$ cat config.mk
export PLATFORM = sky130hd
export DESIGN_NAME = prefix_or_arbiter
export DESIGN_NICKNAME = d
export VERILOG_FILES = /design/src/rtl/pfx_arb_pkg.sv /design/src/rtl/pfx_or_net.sv /design/src/rtl/arb_grant_form.sv /design/src/rtl/prefix_or_arbiter.sv
export SDC_FILE = /design/constraint.sdc
export NUM_CORES = 1
export LEC_CHECK = 0
export BUFFER_PORTS_ARGS = -buffer_cell sky130_fd_sc_hd__buf_2
export CORE_MARGIN = 2
export CORE_UTILIZATION = 45
export CTS_CLUSTER_DIAMETER = 60
export DETAILED_ROUTE_END_ITERATION = 8
export MAX_ROUTING_LAYER = met4
export PLACE_DENSITY = 0.79
export SYNTH_ARGS = -nofsm -noshare
export SYNTH_HDL_FRONTEND = slang
export SYNTH_HIERARCHICAL = 1
export SYNTH_SLANG_ARGS = --single-unit
$ cat constraint.sdc
create_clock -name clk -period 1.4 [get_ports clk]
set_input_delay 0.14 -clock clk [delete_from_list [all_inputs] [get_ports clk]]
set_output_delay 0.14 -clock clk [all_outputs]
set_load 0.01 [all_outputs]
$ cat src/rtl/pfx_arb_pkg.sv
package pfx_arb_pkg;

  // Number of doubling stages needed to span a vector of n bits.
  function automatic int unsigned span_stages(input int unsigned n);
    int unsigned s;
    s = 0;
    while ((1 << s) < n) s++;
    return s;
  endfunction

endpackage

$ cat src/rtl/pfx_or_net.sv
// Inclusive prefix OR built from log2(N) doubling stages.
module pfx_or_net
  import pfx_arb_pkg::*;
#(
  parameter int unsigned N = 11
) (
  input  logic [N-1:0] vec_i,
  output logic [N-1:0] incl_o
);

  localparam int unsigned LV = span_stages(N);

  logic [N-1:0] stage [0:LV];

  assign stage[0] = vec_i;

  for (genvar lv = 0; lv < LV; lv++) begin : g_lvl
    localparam int unsigned DIST = 1 << lv;
    for (genvar b = 0; b < N; b++) begin : g_bit
      if (b >= DIST) begin : g_comb
        assign stage[lv+1][b] = stage[lv][b] | stage[lv][b-DIST];
      end else begin : g_pass
        assign stage[lv+1][b] = stage[lv][b];
      end
    end
  end

  assign incl_o = stage[LV];

endmodule

$ cat src/rtl/arb_grant_form.sv
// Shift the inclusive prefix by one place (diminished form), invert, and mask.
module arb_grant_form #(
  parameter int unsigned N = 11
) (
  input  logic [N-1:0] req_i,
  input  logic [N-1:0] incl_i,
  output logic [N-1:0] win_o,
  output logic         any_o
);

  logic [N-1:0] below;

  assign below[0] = 1'b0;
  for (genvar b = 1; b < N; b++) begin : g_dim
    assign below[b] = incl_i[b-1];
  end

  assign win_o = req_i & ~below;
  assign any_o = incl_i[N-1];

endmodule

$ cat src/rtl/prefix_or_arbiter.sv
module prefix_or_arbiter #(
  parameter int unsigned N = 11
) (
  input  logic         clk,
  input  logic         rst,
  input  logic [N-1:0] req_i,
  output logic [N-1:0] grant_o,
  output logic         grant_vld_o
);

  logic [N-1:0] incl;
  logic [N-1:0] win;
  logic         any;

  pfx_or_net #(.N(N)) u_net (
    .vec_i  (req_i),
    .incl_o (incl)
  );

  arb_grant_form #(.N(N)) u_form (
    .req_i  (req_i),
    .incl_i (incl),
    .win_o  (win),
    .any_o  (any)
  );

  always_ff @(posedge clk) begin
    if (rst) begin
      grant_o     <= '0;
      grant_vld_o <= 1'b0;
    end else begin
      grant_o     <= win;
      grant_vld_o <= any;
    end
  end

endmodule

## Yosys cells after proc, flatten, opt, wreduce, memory -nomap -nowiden

Index checks and enable logic that the tools add are counted.

- Input bits: 13
- Output and inout bits: 12
- Flip-flop bits (word level): 12
- Word-level logic and storage cells: 33

- Bitwise gates (word level): 31

Operators by type and width:

| operator | count |
|---|---|
| $or A1 B1 Y1 | 29 |
| $and A11 B11 Y11 | 1 |
| $not A11 Y11 | 1 |

## Logic depth before layout (Yosys ltp)

Gate-level depths: netlist (run 1).

- Word-level depth: 6
- Depth in mapped cells: 4
- Depth with buffers taken out: 4

## By module

Netlist (run 1), hierarchy kept.

By module, submodules not included:

| module | times used | cells an instance | sequential area each (um2) | area an instance (um2) |
|---|---|---|---|---|
| prefix_or_arbiter | 1 | 25 | 240.2 | 366.6 |
| arb_grant_form | 1 | 12 | 0.0 | 152.6 |
| pfx_or_net | 1 | 15 | 0.0 | 106.4 |

## Least setup slack after synthesis (run 1)

No wires, ideal clock.

- Path kind: input-to-reg
- From: input req_i[0]
- To: register grant_o[6]
- Stages: 4
- Arrival time: 1.141 ns
- Setup time: 0.062 ns
- Buffers on the path: 0
- Data required time: 1.338 ns
- Setup slack: 0.197 ns
- Cells stage by stage: nor4_4 -> or3b_1 -> nor2b_4 -> nor2b_2

- Cells in the longest elaborated chain, start to end: 4

Ends and longest elaborated chain:

| element | RTL line | RTL |
|---|---|---|
| from (decl) | prefix_or_arbiter.sv:6 | `input logic [N-1:0] req_i,` |
| $or A1 B1 Y1 (2 in a row) | pfx_or_net.sv:21 | `assign stage[lv+1][b] = stage[lv][b] \| stage[lv][b-DIST];` |
| via incl[5] | prefix_or_arbiter.sv:11 | `logic [N-1:0] incl;` |
| $not A11 Y11 | arb_grant_form.sv:18 | `assign win_o = req_i & ~below;` |
| $and A11 B11 Y11 | arb_grant_form.sv:18 |  |
| via win[6] | prefix_or_arbiter.sv:12 | `logic [N-1:0] win;` |
| to (signal assigned) | prefix_or_arbiter.sv:32 | `grant_o <= win;` |
| to (decl) | prefix_or_arbiter.sv:7 | `output logic [N-1:0] grant_o,` |

The timed path passes the listed nets, and every way through them passes these cells.
A chain may end at the register's enable or synchronous reset.

## Worst setup path in the final report (run 1)

Ends and elaborated chain as after synthesis.

==> qor.yml, run 1 <==
synth:
  syn_area_per_cell_um2: 12.0
  synth.net_count: 65
  synth-compound-area-share_pct: 0
  synth_fa_ha_area_share_pct: 0
  ys_seq_elements: 12
  syn-instance-count: 52
  synth_seq_area_share_pct: 38.4
  yosys_warnings: 6
  synth_largest_type_area_fraction_pct: 38.4
  synthDistinctLibCells: 19
  synthesized_area_fraction_occupied_by_and_or_nand_nor_cells_pct: 55.6
  synth_top_family_by_area: "simple AND/OR/NAND/NOR gates"
  cells_taking_the_most_area_after_synthesis: "sky130_fd_sc_hd__dfxtp_1, sky130_fd_sc_hd__nor2b_4, sky130_fd_sc_hd__nor2b_2"
  muxShareOfSynthArea_pct: 0
  xor_and_xnor_fraction_of_the_mapped_netlist_area_pct: 0
  mappedNetlistArea_um2: 626
  synth_top_area_cell: "sky130_fd_sc_hd__dfxtp_1"
timing:
  grt_setup_unrepaired: "false"
  max_clock_freq_mhz: 935
  post-route-period-util_pct: 76.4
  number_of_hold_slack_violations_in_the_final_timing_report: 0
  worst_slew_margin_rel_pct: 77.1
  drv_slew: 0
  setup_viol_count_final: 0
  timing.setup.tns_ns: 0
  final.min_clock_period_ns: 1.07
  worstMarginPinSlew_ns: 0.343
  whs_ns: 0.209
drt:
  metal_1_wl_um: 408
  maxUsedRoutingLayer: "met4"
  met3WireLength_um: 64
  via_per_inst: 4.43
  avgRoutedWirePerCell_um: 10.4
  postRouteWirelength_um: 971
  vias: 412
  ant_nets: 0
  met2_length_um: 492
  drt_initial_violations: 0
  drc_errors: 0
  drt-pass1-iter-count: 1
placement:
  detailedPlacementHpwl_um: 767
  placed_cells_incl_taps: 89
  placer_congestion: 0.678
  detailed_place.area_um2: 746
  buffer_ports.inserted: 24
status:
  outcome: "finished, final reports clean"
floorplan:
  fp-row-count: 13
  die_h_um: 41.3
  initial_utilization_pct: 48.1
  area_enclosed_by_the_die_boundary_mm2: 0.00170
  core_region_area_mm2: 0.00130
  top_level_ports: 25
  die_x_um: 41.3
cts:
  clockBufferDepth: 2
  cts.sinks: 12
  cts_tree: "yes"
  htree_num_levels: 1
  cts-hold-fix-buffers: 0
  post_cts_resized: 0
  ctsRootBufferMaster: "sky130_fd_sc_hd__clkbuf_4"
  tritoncts.num_buffers: 3
  cts.repair_timing.setup_buffer_count: 0
  clock_slew_seen_by_the_registers_of_the_worst_setup_and_hold_paths_ns: 0.08
global_route:
  via_count_of_the_first_global_routing_pass: 370
  gr-usage-all-layers_pct: 14.6
  largest_net_degree_at_the_start_of_global_routing: 13
  antenna_violations_before_repair: 0
  grt_overflow: 0
  grt_first_pass_wirelength_mm: 1.53
cells_and_area:
  design_area_um2: 782
  final_cell_mix: "sky130_fd_sc_hd__buf_2, sky130_fd_sc_hd__nor2b_4, sky130_fd_sc_hd__dfxtp_1"
  area_delta_synth_final_pct: 25.0
  layout.cells.most_common: "sky130_fd_sc_hd__buf_2"
  antenna_cells_inserted: 0
  instances_no_fill: 93
  final_net_count: 92
  layout-drive-gt1-share_pct: 70.5
job:
  max_cap_viol_count: 0
pwr:
  max-vdd-ir-drop_mv: 0.429
  leakage_nw: 0.353
  design_power_total_uw: 706
  power.density_mw_per_mm2: 903
setup_path:
  critPathRequiredTime_ns: 1.61
  critical_path_peak_fanout: 5
  start_kind: "primary input"
  crit_path_end_kind: "flip-flop"
  worst-setup-path-type: "primary input to flip-flop"
  timing.critical_path.arrival_ns: 1.28
min_path:
  hold_path_class: "primary input to flip-flop"
-- synthesized netlist by cell type --
cell,n
sky130_fd_sc_hd__and2b_2,2
sky130_fd_sc_hd__buf_4,3
sky130_fd_sc_hd__buf_6,1
sky130_fd_sc_hd__dfxtp_1,12
sky130_fd_sc_hd__inv_1,1
sky130_fd_sc_hd__nand2_1,1
sky130_fd_sc_hd__nand3_1,1
sky130_fd_sc_hd__nand3b_1,1
sky130_fd_sc_hd__nand4_1,1
sky130_fd_sc_hd__nand4b_1,1
sky130_fd_sc_hd__nor2_1,2
sky130_fd_sc_hd__nor2b_2,8
sky130_fd_sc_hd__nor2b_4,12
sky130_fd_sc_hd__nor3_1,1
sky130_fd_sc_hd__nor4_4,1
sky130_fd_sc_hd__or2_2,1
sky130_fd_sc_hd__or2b_1,1
sky130_fd_sc_hd__or3_2,1
sky130_fd_sc_hd__or3b_1,1
-- power breakdown --
part / switching [mW] / internal (mW) / total, mW
registers: 0.00121 / 0.347 / 0.348
clock network: 0.118 / 0.158 / 0.276
logic: 0.0387 / 0.0434 / 0.0821
-- critical path, cell delays in order --
cell and delay, ns:
sky130_fd_sc_hd__buf_2 0.14, sky130_fd_sc_hd__nor4_4 0.35, sky130_fd_sc_hd__or3b_1 0.42, sky130_fd_sc_hd__nor2b_4 0.11, sky130_fd_sc_hd__nor2b_2 0.12
-- area by class of cell --
cell class | instances | area [um^2]
Inverter | 1 | 3.75
Timing Repair Buffer | 26 | 135
Fill cell | 122 | 519
Clock buffer | 4 | 36.3
Tap cell | 15 | 18.8
Multi-Input combinational cell | 35 | 348
Sequential cell | 12 | 240
-- registers in the layout, indices dropped and copies added (netlist names) --
register     cells
grant_o         11
grant_vld_o      1
-- per-layer routing --
metal | up-vias | GRT usage (%)
met1 | 182 | 16.3
li1 | 214 | -
met2 | 14 | 24.2
met4 | 0 | 7.26
met3 | 2 | 3.26
met5 | - | -
-- logic make-up (layout without fill, tap and decap cells) --
group / count (synthesis) / count (layout)
flip-flops: 12 / 12
buffers and inverters: 5 / 31
AND/OR/NAND/NOR: 35 / 35
-- worst paths after layout --
check | start | depth (start not counted) | slack (ns) | end
hold / removal | req_i[0] | 2 | 0.21 | grant_o[0]
setup / recovery | req_i[0] | 5 | 0.33 | grant_o[6]
-- metrics by stage --
stage | utilization [%] | setup slack (ns)
after global placement | 57.3 | 0.111
final | 60.1 | 0.331
after CTS | 60.1 | 0.317
after floorplan | - | 0.197
after global routing | 60.1 | 0.263
after detailed placement | 57.3 | 0.0359
No activity file was read; power rests on OpenSTA's default activity.
==> run 2: changes to the inputs <==
- CORE_UTILIZATION: 45 -> 41
- PLACE_DENSITY: 0.79 -> 0.76
- clock period: 1.4 -> 0.96 ns (I/O delays scaled with it)
==> run 2 against run 1 <==
Hold slack lost 0.066 ns. Sequential share of layout area shrank 1.8 points. Core utilization shrank 3.6 points. Routed wire length grew 4.2%. Largest cell class unchanged.
==> qor.yml, run 2 (same netlist as run 1, synthesis figures left out) <==
floorplan:
  core_region_area_mm2: 0.00147  # +13%
  die_h_um: 43.1  # +4.3%
  top_level_ports: 25  # unchanged
  initial_utilization_pct: 42.5  # -5.6 points
  fp-row-count: 14  # +1
  die_x_um: 43.1  # +4.3%
  area_enclosed_by_the_die_boundary_mm2: 0.00185  # +8.8%
timing:
  max_clock_freq_mhz: 1080
  post-route-period-util_pct: 96.4
  grt_setup_unrepaired: "false"
  number_of_hold_slack_violations_in_the_final_timing_report: 0  # unchanged
  worstMarginPinSlew_ns: 0.232  # -0.111 ns
  worst_slew_margin_rel_pct: 84.4  # +7.3 points
  final.min_clock_period_ns: 0.925
  drv_slew: 0  # unchanged
  whs_ns: 0.143  # -0.0659 ns
  setup_viol_count_final: 0  # unchanged
pwr:
  design_power_total_mw: 1.06  # +50%
  max-vdd-ir-drop_mv: 0.726  # +69%
  leakage_nw: 0.385  # +8.9%
  power.density_mw_per_mm2: 1280  # +42%
cells_and_area:
  antenna_cells_inserted: 0  # unchanged
  max_ffs_per_register: 11  # unchanged
  final_net_count: 98  # +6.5%
  max_flop_register: "grant_o"
  area_delta_synth_final_pct: 32.8
  instances_no_fill: 100  # +7.5%
  reg.largest.list: "grant_o x11, grant_vld_o x1"
  layout.cells.most_common: "sky130_fd_sc_hd__buf_2"
  nFillCells: 153  # +25%
  layout-drive-gt1-share_pct: 73.8  # +3.3 points
  final_cell_mix: "sky130_fd_sc_hd__buf_2, sky130_fd_sc_hd__nor2b_4, sky130_fd_sc_hd__dfxtp_1"
  fin_util_pct: 56.5  # -3.6 points
job:
  max_cap_viol_count: 0  # unchanged
setup_path:
  critical_path.slowest_cell: "sky130_fd_sc_hd__or3b_4"
  crit_path_cell_trace: "buf_2, nor4_4, or3b_4, nor2b_4, nor2b_2"
  timing.critical_path.arrival_ns: 1.15  # -0.13 ns
  worst_path_largest_cell_delay_ns: 0.42  # about the same
  start_kind: "primary input"
  crit_path_end_kind: "flip-flop"
  critical_path_peak_fanout: 3  # -2
  critPathRequiredTime_ns: 1.18  # -0.43 ns
  worst-setup-path-type: "primary input to flip-flop"
drt:
  postRouteWirelength_mm: 1.01  # +4.2%
  drc_errors: 0  # unchanged
  drt_initial_violations: 1  # +1
  avgRoutedWirePerCell_um: 10.1  # -3.1%
  ant_nets: 0  # unchanged
  drt-pass1-iter-count: 4  # +3
  via_per_inst: 4.39  # -0.91%
  vias: 439  # +6.6%
placement:
  detailedPlacementHpwl_um: 767  # about the same
  placed_cells_incl_taps: 95  # +6.7%
  buffer_ports.inserted: 24  # unchanged
  placer_congestion: 0.685  # +0.99%
cts:
  cts-hold-fix-buffers: 0  # unchanged
  tritoncts.num_buffers: 3  # unchanged
  clockBufferDepth: 2  # unchanged
  ctsRootBufferMaster: "sky130_fd_sc_hd__clkbuf_4"
  clock_slew_seen_by_the_registers_of_the_worst_setup_and_hold_paths_ns: 0.08  # about the same
  htree_num_levels: 1  # unchanged
  cts.sinks: 12  # unchanged
  cts_tree: "yes"
min_path:
  hold_path_class: "primary input to flip-flop"
  min_path_cells: 2  # unchanged
global_route:
  via_count_of_the_first_global_routing_pass: 417  # +13%
  antenna_violations_before_repair: 0  # unchanged
  grt_overflow: 0  # unchanged
  gr-usage-all-layers_pct: 12.9  # -1.7 points
  grt_first_pass_wirelength_mm: 1.63  # +6.3%
  largest_net_degree_at_the_start_of_global_routing: 11  # -2
status:
  outcome: "finished, final reports clean"
## run 2: critical path: cells and delay by family
kind | cells | cell delay [ns]
buffers and inverters | 1 | 0.12
AND/OR/NAND/NOR | 4 | 0.93
## run 2: layout make-up
type | instances | area [um^2] | share of cell area, %
clock buffers | 4 | 36.3 | 4.37
inverters | 1 | 3.75 | 0.452
multi-input cells | 35 | 350 | 42.2
flip-flops and latches | 12 | 240 | 28.9
well taps | 16 | 20.0 | 2.41
repair buffers | 32 | 180 | 21.7
## run 2: stage by stage
| stage | setup WS, ns | TNS, ns | cell area (um^2) |
|---|---|---|---|
| after global routing | 0.0279 | 0 | 831 |
| after CTS | 0.0103 | 0 | 821 |
| after global placement | -0.270 | -1.35 | 785 |
| after detailed placement | -0.288 | -1.49 | 785 |
| after floorplan | -0.199 | -0.309 | 626 |
| final | 0.0348 | 0 | 831 |
## run 2: report_power, final
| group | leakage, nW | switching (mW) | total, mW | internal, mW |
|---|---|---|---|---|
| clock | 0.0210 | 0.184 | 0.415 | 0.231 |
| sequential | 0.0976 | 0.00158 | 0.508 | 0.506 |
| combinational | 0.266 | 0.0610 | 0.139 | 0.0780 |
## run 2: final timing paths
kind | start | to | slack, ns
worst max-delay path | req_i[2] | grant_o[6] | 0.03
worst min-delay path | rst | grant_o[8] | 0.14
## run 2: repair_timing
item,CTS,global route
gates resized for setup,0,1
endpoints found under the setup margin,0,1
setup buffers,0,1
endpoints found under the hold margin,0,0
## run 2: layer usage
metal	wire (um)	share of wire, %	up-vias	track usage, %
met5	0	0	-	-
met4	29	2.9	0	10.9
met3	71	7.0	4	3.83
met2	486	48	17	20.6
met1	424	42	192	12.6
li1	-	-	226	-
